$ cat src/rtl/adc_serial_port.sv
module adc_serial_port #(
  parameter int DATA_W      = 18,
  parameter int CONV_CYCLES = 20
) (
  input  logic              clk,
  input  logic              rst_n,
  input  logic              cnv,
  input  logic              sdi,
  input  logic              sck,
  input  logic [DATA_W-1:0] sample,
  output logic              sdo,
  output logic              sdo_oe
);
  localparam int CNT_W = $clog2(CONV_CYCLES + 1);
  localparam logic [CNT_W-1:0] CNT_TOP = CNT_W'(CONV_CYCLES - 1);

  logic              cnv_q, sdi_q, sck_q;
  logic              cs_mode, chain_busy, converting, start_pend;
  logic [CNT_W-1:0]  cnt;
  logic [DATA_W-1:0] shreg;

  wire cnv_rise = cnv & ~cnv_q;
  wire sck_fall = sck_q & ~sck;
  wire tail_in  = ~cs_mode & sdi;

  always_ff @(posedge clk or negedge rst_n) begin
    if (!rst_n) begin
      cnv_q      <= 1'b0;
      sdi_q      <= 1'b0;
      sck_q      <= 1'b0;
      cs_mode    <= 1'b0;
      chain_busy <= 1'b0;
      converting <= 1'b0;
      start_pend <= 1'b0;
      cnt        <= '0;
      shreg      <= '0;
    end else begin
      cnv_q <= cnv;
      sdi_q <= sdi;
      sck_q <= sck;
      if (converting) begin
        if (cnt == '0) begin
          converting <= 1'b0;
          shreg      <= sample;
          start_pend <= cs_mode ? (~cnv | ~sdi) : chain_busy;
        end else begin
          cnt <= cnt - 1'b1;
        end
      end else if (cnv_rise) begin
        cs_mode    <= sdi_q;
        chain_busy <= ~sdi_q & sck_q;
        converting <= 1'b1;
        cnt        <= CNT_TOP;
        shreg      <= '0;
        start_pend <= 1'b0;
      end else if (sck_fall) begin
        if (start_pend) start_pend <= 1'b0;
        else            shreg      <= {shreg[DATA_W-2:0], tail_in};
      end
    end
  end

  assign sdo    = start_pend | shreg[DATA_W-1];
  assign sdo_oe = ~cs_mode | ~cnv | ~sdi;
endmodule

$ cat config.mk
export PLATFORM = sky130hd
export DESIGN_NAME = adc_serial_port
export DESIGN_NICKNAME = d
export VERILOG_FILES = /design/src/rtl/adc_serial_port.sv
export SDC_FILE = /design/constraint.sdc
export NUM_CORES = 1
export LEC_CHECK = 0
export ABC_AREA = 1
export BUFFER_PORTS_ARGS = -buffer_cell sky130_fd_sc_hd__buf_2
export CAP_MARGIN = 30
export CORE_MARGIN = 2
export CORE_UTILIZATION = 30
export CTS_BUF_LIST = sky130_fd_sc_hd__clkbuf_4 sky130_fd_sc_hd__clkbuf_8
export DETAILED_ROUTE_END_ITERATION = 10
export HOLD_SLACK_MARGIN = 0.02
export PLACE_DENSITY_LB_ADDON = 0.12
export SKIP_LAST_GASP = 1
export SLEW_MARGIN = 20
export SYNTH_ARGS = -nofsm -noshare
export SYNTH_HDL_FRONTEND = slang
export SYNTH_SLANG_ARGS = --single-unit
$ cat constraint.sdc
create_clock -name clk -period 1.8 [get_ports clk]
set_input_delay 0.18 -clock clk [delete_from_list [all_inputs] [get_ports clk]]
set_output_delay 0.18 -clock clk [all_outputs]
set_load 0.01 [all_outputs]
==> results of run 1 <==
## power groups by stage
stage / logic [mW] / clock network [mW] / registers, mW
after global placement: 1.37 / 0 / 1.13
after global routing: 1.58 / 0.593 / 1.16
after CTS: 1.38 / 0.555 / 1.12
final: 1.34 / 0.536 / 1.11
after floorplan: 1.07 / 0 / 1.09
after detailed placement: 1.37 / 0 / 1.12
## cell type report
type / count / area share, %
well taps: 70 / 4.71
flip-flops and latches: 30 / 40.4
inverters: 13 / 2.62
multi-input cells: 144 / 37.6
clock buffers: 7 / 4.51
repair buffers: 33 / 10.2
## cells by family (layout without fill, tap and decap cells)
group	count (synthesis)	count (layout)	synth area share, %
buffers and inverters	25	53	8.67
and+or+nand+nor	133	133	39.3
AOI/OAI and AO/OA	8	8	2.84
adders and majority gates	1	1	0.789
DFF	30	30	47.3
xor gates and xnor gates	2	2	1.10
## stage by stage
step	instances	hold slack, ns	power, mW	worst slack [ns]
floorplan	199	-0.116	2.16	0.487
global placement	289	0.281	2.50	0.422
detailed placement	289	0.273	2.50	0.394
CTS	297	0.0299	3.05	0.386
global route	297	0.0210	3.33	0.244
finish	297	0.0350	2.99	0.400
## layout by cell type (no fill, tap or decap), drive strengths merged
cell type | netlist | routed
or2 | 2 | 2
nand2 | 81 | 81
dlygate4sd3 | 0 | 1
clkbuf | 2 | 7
nand4 | 18 | 18
buf | 10 | 32
nand3 | 27 | 27
o21ai | 6 | 6
o21a | 1 | 1
nor2 | 5 | 5
inv | 13 | 13
o211ai | 1 | 1
xor2 | 2 | 2
ha | 1 | 1
dfrtp | 30 | 30
## worst reg2reg max path, delay by kind of cell (launching register included)
family	cells	cell delay (ns)
buffers and inverters	2	0.30
adder cells (fa/ha/maj)	1	0.21
AO/OA/AOI/OAI	1	0.05
flip-flops	1	0.36
AND/OR/NAND/NOR	4	0.36
## final timing paths
| check | startpoint | endpoint | slack, ns |
|---|---|---|---|
| hold reg to reg | shreg[4]$_DFFE_PN0P_ | shreg[4]$_DFFE_PN0P_ | 0.48 |
| max in group asynchronous | rst_n | converting$_DFF_PN0_ | 0.87 |
| min in group asynchronous | rst_n | cnt[4]$_DFFE_PN0P_ | 0.46 |
| setup / recovery | cnt[0]$_DFFE_PN0P_ | start_pend$_DFFE_PN0P_ | 0.40 |
| hold / removal | sck | sck_q$_DFF_PN0_ | 0.04 |
| setup reg to reg | cnt[0]$_DFFE_PN0P_ | start_pend$_DFFE_PN0P_ | 0.40 |
## state kept, by name (all words and copies together), names as in the netlist
name and cells:
start_pend 1, cnv_q 1, sck_q 1, converting 1, cnt 5, shreg 18, chain_busy 1, sdi_q 1
cs_mode 1
## routing by layer
metal	track usage (%)	vias up	part of all wire (%)
met5	0	-	0
met3	4.47	5	4.0
met1	20.1	615	50
li1	-	702	-
met2	20.3	20	45
met4	4.36	0	1.2
==> flow_summary.toml, run 1 <==
[outcome]
status = "completed"

[detailed_routing]
drc = 0
via_per_inst = 4.52
route.vias.total = 1342
routedWlPerCell_microns = 12.2
drtIter0Drc = 38
routed_wl_microns = 3640
drtAntennaViolNets = 0
firstDrtPassIters = 4

[sta]
drv_slew = 0
setup_viol = 0
finalClockSkew_ns = 0.00515
setup-tns-final_ns = 0
fmax_ghz = 0.714
period_share_pct = 77.8
relSlewSlack_pct = 53.8
hold_violations = 0
layout_min_cycle_time_ns = 1.40
rsz0062_at_grt = "false"
tightestPinTransition_ns = 0.693

[power_and_ir_drop]
vdd_ir_drop_max_mv = 0.551
intPower_mw = 1.75
power_density_mw_per_mm2 = 1610
switchingPower_mw = 1.24
combPwrFrac_pct = 44.8
power_frac_seq_pct = 37.3
switching_share_pct = 41.4
power_frac_clock_pct = 17.9
leakagePower_nw = 1.01

[place]
portBuffers = 24
place_area_sq_mm = 0.00177
gp_congestion = 0.752
dp_hpwl_microns = 2490

[logic_synthesis]
synthTopCellsByCount = "nand2_1 (79), dfrtp_1 (30), nand3_1 (23)"
ys.flop_type = "dfrtp_1"
synth_area_sq_mm = 0.00159
syn_area_per_cell_sq_um = 7.97
synth_seq_area_share_pct = 47.3
synth.top_cell.area_share_pct = 47.3
yosysWarnings = 0
synth-async-reset-ratio_pct = 100
synth.area.top_cells = "dfrtp_1 (47%), nand2_1 (19%), nand3_1 (7.3%)"
ys_ff_latch = 30
syn_inst = 199
synth_top_area_cell = "dfrtp_1"
synth_edf_count = 0
syn-num-nets = 223
netlist-cell-type-count = 21
synth.most_common_cell = "nand2_1"

[clock_network]
path_clk_slew_ns = 0.06
ctsHoldBuffers = 1
h-tree-depth = 2
ctsResizeCount = 0
ctsRootBufferMaster = "clkbuf_8"
insertion_delay_ns = 0.28
clock-sinks = 30
clock_path_buffers = 2
tritoncts = "yes"
cts_setup_buffers = 0
cts_buffers = 5

[finish]
seqCellArea_sq_um = 751
drive_gt1_share_pct = 20.7
multiInputGateArea_sq_um = 698
fillers = 565
postLayoutCoreUtil_pct = 36.4
design_area_sq_mm = 0.00186
area_delta_synth_final_pct = 17.2
antenna-diode-count = 0
layout.nets = 251

[die]
core_area_sq_mm = 0.00511
row_count = 26
die_h_microns = 76.7
fp.dieW_microns = 76.7
initial_core_util_pct = 31.1
die_area_sq_mm = 0.00589
ios = 25

[setup_path]
crit_cells = 8
cp_num_buf_inv = 2
critPathLaunchType = "flop"
cp_max_fo = 12
crit_arrival_ns = 1.56
crit_type = "reg -> reg"
endpoint_kind = "flop"
crit_chain = "inv_1 > ha_1 > nand3_1 > nand2_2 > buf_4 > nand2_1 > nand2_1 > o21ai_1"
max_stage_delay_ns = 0.36
cp.required_ns = 1.96
crit_family = "flip-flops"
slowest_stage = "dfrtp_1"
worst_path_most_repeated_cell = "nand2_1"
rr_worst_depth = 8

[grt]
antenna_found_initial = 0
grt_pass1_wl_microns = 6550
grt-ovfl-total = 0
grt_usage_pct = 14.1
grt_max_degree = 31
grt_pass1_vias = 1367

[run]
drv_cap = 0

[worst_hold_path]
hp-class = "in -> reg"
hold_depth = 1
No activity file was read; power rests on OpenSTA's default activity.
==> inputs of run 2 (changes only) <==
--- a/config.mk
+++ b/config.mk
@@ -5,7 +5,7 @@
 export SDC_FILE = /design/constraint.sdc
 export NUM_CORES = 1
 export LEC_CHECK = 0
-export ABC_AREA = 1
+export ABC_AREA = 0
 export BUFFER_PORTS_ARGS = -buffer_cell sky130_fd_sc_hd__buf_2
 export CAP_MARGIN = 30
 export CORE_MARGIN = 2
==> constraint.sdc (replaced) <==
create_clock -name clk -period 1.1 [get_ports clk]
set_input_delay 0.11 -clock clk [delete_from_list [all_inputs] [get_ports clk]]
set_output_delay 0.11 -clock clk [all_outputs]
set_load 0.01 [all_outputs]
==> flow_summary.toml, run 2 <==
[die]
ios = 25
die_h_microns = 73.6
initial_core_util_pct = 31.0
die_area_sq_mm = 0.00542
core_area_sq_mm = 0.00469
fp.dieW_microns = 73.6
row_count = 25

[detailed_routing]
routedWlPerCell_microns = 14.6
drc = 0
firstDrtPassIters = 4
via_per_inst = 4.86
drtAntennaViolNets = 0
route.vias.total = 1065
drtIter0Drc = 19
routed_wl_microns = 3190

[setup_path]
slowest_stage = "or3b_2"
crit_arrival_ns = 1.89
crit_cells = 4
endpoint_kind = "flop"
crit_family = "simple AND/OR/NAND/NOR gates"
critPathLaunchType = "flop"
crit_chain = "or3b_2 > a21oi_4 > buf_12 > mux2_2"
rr_worst_depth = 4
cp_num_buf_inv = 1
crit_type = "reg -> reg"
cp_max_fo = 17
cp.required_ns = 1.25
max_stage_delay_ns = 0.51

[logic_synthesis]
syn_area_per_cell_sq_um = 13.1
synthTopCellsByCount = "dfrtp_1 (30), a22o_1 (19), mux2_4 (10)"
synth.top_cell.area_share_pct = 51.6
yosysWarnings = 0
synth_top_area_cell = "dfrtp_1"
synth.area.top_cells = "dfrtp_1 (52%), a22o_1 (11%), mux2_4 (10%)"
synth_area_sq_mm = 0.00146
ys.flop_type = "dfrtp_1"
synth-async-reset-ratio_pct = 100
ys_ff_latch = 30
synth_seq_area_share_pct = 51.6
syn-num-nets = 135
syn_inst = 111
netlist-cell-type-count = 27
synth_edf_count = 0
synth.most_common_cell = "dfrtp_1"

[clock_network]
h-tree-depth = 2
clock-sinks = 30
insertion_delay_ns = 0.27
clock_path_buffers = 2
path_clk_slew_ns = 0.06
cts_buffers = 5
tritoncts = "yes"
ctsRootBufferMaster = "clkbuf_8"

[finish]
final_cell_mix = "dfrtp_1 (30), buf_2 (23), a22o_1 (19)"
drive_gt1_share_pct = 54.5
antenna-diode-count = 0
mostFrequentLayoutCell = "dfrtp_1"
area_delta_synth_final_pct = 39.6
final_cells = 219
regMostFlops = "shreg"
largest_register_ffs = 18
largestRegisters = "shreg: 18 flops, cnt: 5 flops"
layout.nets = 190
design_area_sq_mm = 0.00203
postLayoutCoreUtil_pct = 43.3

[grt]
grt_pass1_wl_microns = 5530
grt-ovfl-total = 0
grt_pass1_vias = 1197
grt_usage_pct = 13.4
antenna_found_initial = 0
grt_max_degree = 21

[sta]
drv_slew = 0
fmax_ghz = 0.574
rsz0062_at_grt = "true"
relSlewSlack_pct = 76.1
setup-tns-final_ns = -13.12
setup_viol = 28
hold_violations = 0
tightestPinTransition_ns = 0.359
setup_slack_ns = -0.643
finalClockSkew_ns = 0.00587
layout_min_cycle_time_ns = 1.74
period_share_pct = 158

[outcome]
violations = "setup timing"
status = "finished, violations left"

[place]
dp_cells = 202
gp_congestion = 0.749
portBuffers = 24
dp_hpwl_microns = 2190
place_area_sq_mm = 0.00178
place_ws_ns = -0.654

[run]
drv_cap = 0

[power_and_ir_drop]
vdd_ir_drop_max_mv = 1.04
leakagePower_nw = 0.965
power_density_mw_per_mm2 = 2780

[worst_hold_path]
hold_depth = 2
hp-class = "in -> reg"
run 2: cell types whose count changed after synthesis, sizes merged, moves of 3 or more:
cell   delta
a21oi     +5
a22o     +19
buf       -8
inv       -7
mux2     +19
nand2    -78
nand3    -26
nand4    -18
nor2      -4
nor3      +3
run 2: worst register-to-register path, delay by kind of cell, from the launching register on:
kind	cells	cell delay (ns)
AOI/OAI and AO/OA	1	0.20
buffers and inverters	1	0.18
DFF	1	0.37
muxes	1	0.36
and+or+nand+nor	1	0.51
run 2: cell type report:
cell class | count | area (sq um)
clock buffer | 6 | 82.6
fill | 456 | 2660
inverter | 6 | 22.5
multi-input combinational | 69 | 698
sequential | 30 | 751
tap | 54 | 67.6
timing repair buffer | 54 | 410
run 2: cells by family (layout without fill, tap and decap cells):
kind of cell,Yosys count,in the layout,synth area share (%)
XOR/XNOR,1,1,0.602
adder cells (fa/ha/maj),1,1,0.860
flip-flops,30,30,51.6
buffers and inverters,12,66,4.73
AND/OR/NAND/NOR,17,17,8.00
multiplexers,19,19,17.3
AO/OA/AOI/OAI,31,31,16.9
run 2: worst paths after layout:
kind | from | to | slack, ns
min in group asynchronous | rst_n | shreg[17]$_DFFE_PN0P_ | 0.26
max in group asynchronous | rst_n | shreg[3]$_DFFE_PN0P_ | 0.44
worst max-delay path | start_pend$_DFFE_PN0P_ | shreg[8]$_DFFE_PN0P_ | -0.64
worst min-delay path | cnv | cnv_q$_DFF_PN0_ | 0.07
worst min register to register | sdi_q$_DFF_PN0_ | cs_mode$_DFFE_PN0P_ | 0.50
worst max register to register | start_pend$_DFFE_PN0P_ | shreg[8]$_DFFE_PN0P_ | -0.64
run 2: per-stage QoR:
| step | hold slack, ns | total power [mW] |
|---|---|---|
| final | 0.0711 | 5.64 |
| after detailed placement | 0.0220 | 4.42 |
| after floorplan | -0.186 | 3.73 |
| after global placement | 0.0170 | 4.34 |
| after global routing | 0.0776 | 6.09 |
| after CTS | 0.0623 | 5.55 |
run 2: metal layers:
layer | routed length, microns | up-vias | global-route usage (%)
met1 | 1440 | 523 | 17.3
met5 | 0 | - | 0
met4 | 51 | 0 | 5.45
met2 | 1590 | 18 | 21.8
met3 | 104 | 5 | 2.88
li1 | - | 519 | -
run 2: what timing repair did:
item / in CTS / in global routing
endpoints found under the hold margin: 32 / 0
setup buffers: 6 / 4
setup endpoints to repair: 28 / 28
gates resized for setup: 10 / 11
hold buffers: 3 / 0
pin swaps: 2 / 5
run 2: where the power goes:
part / switching [mW] / internal [mW]
logic: 1.13 / 1.76
clock network: 0.360 / 0.481
registers: 0.309 / 1.60
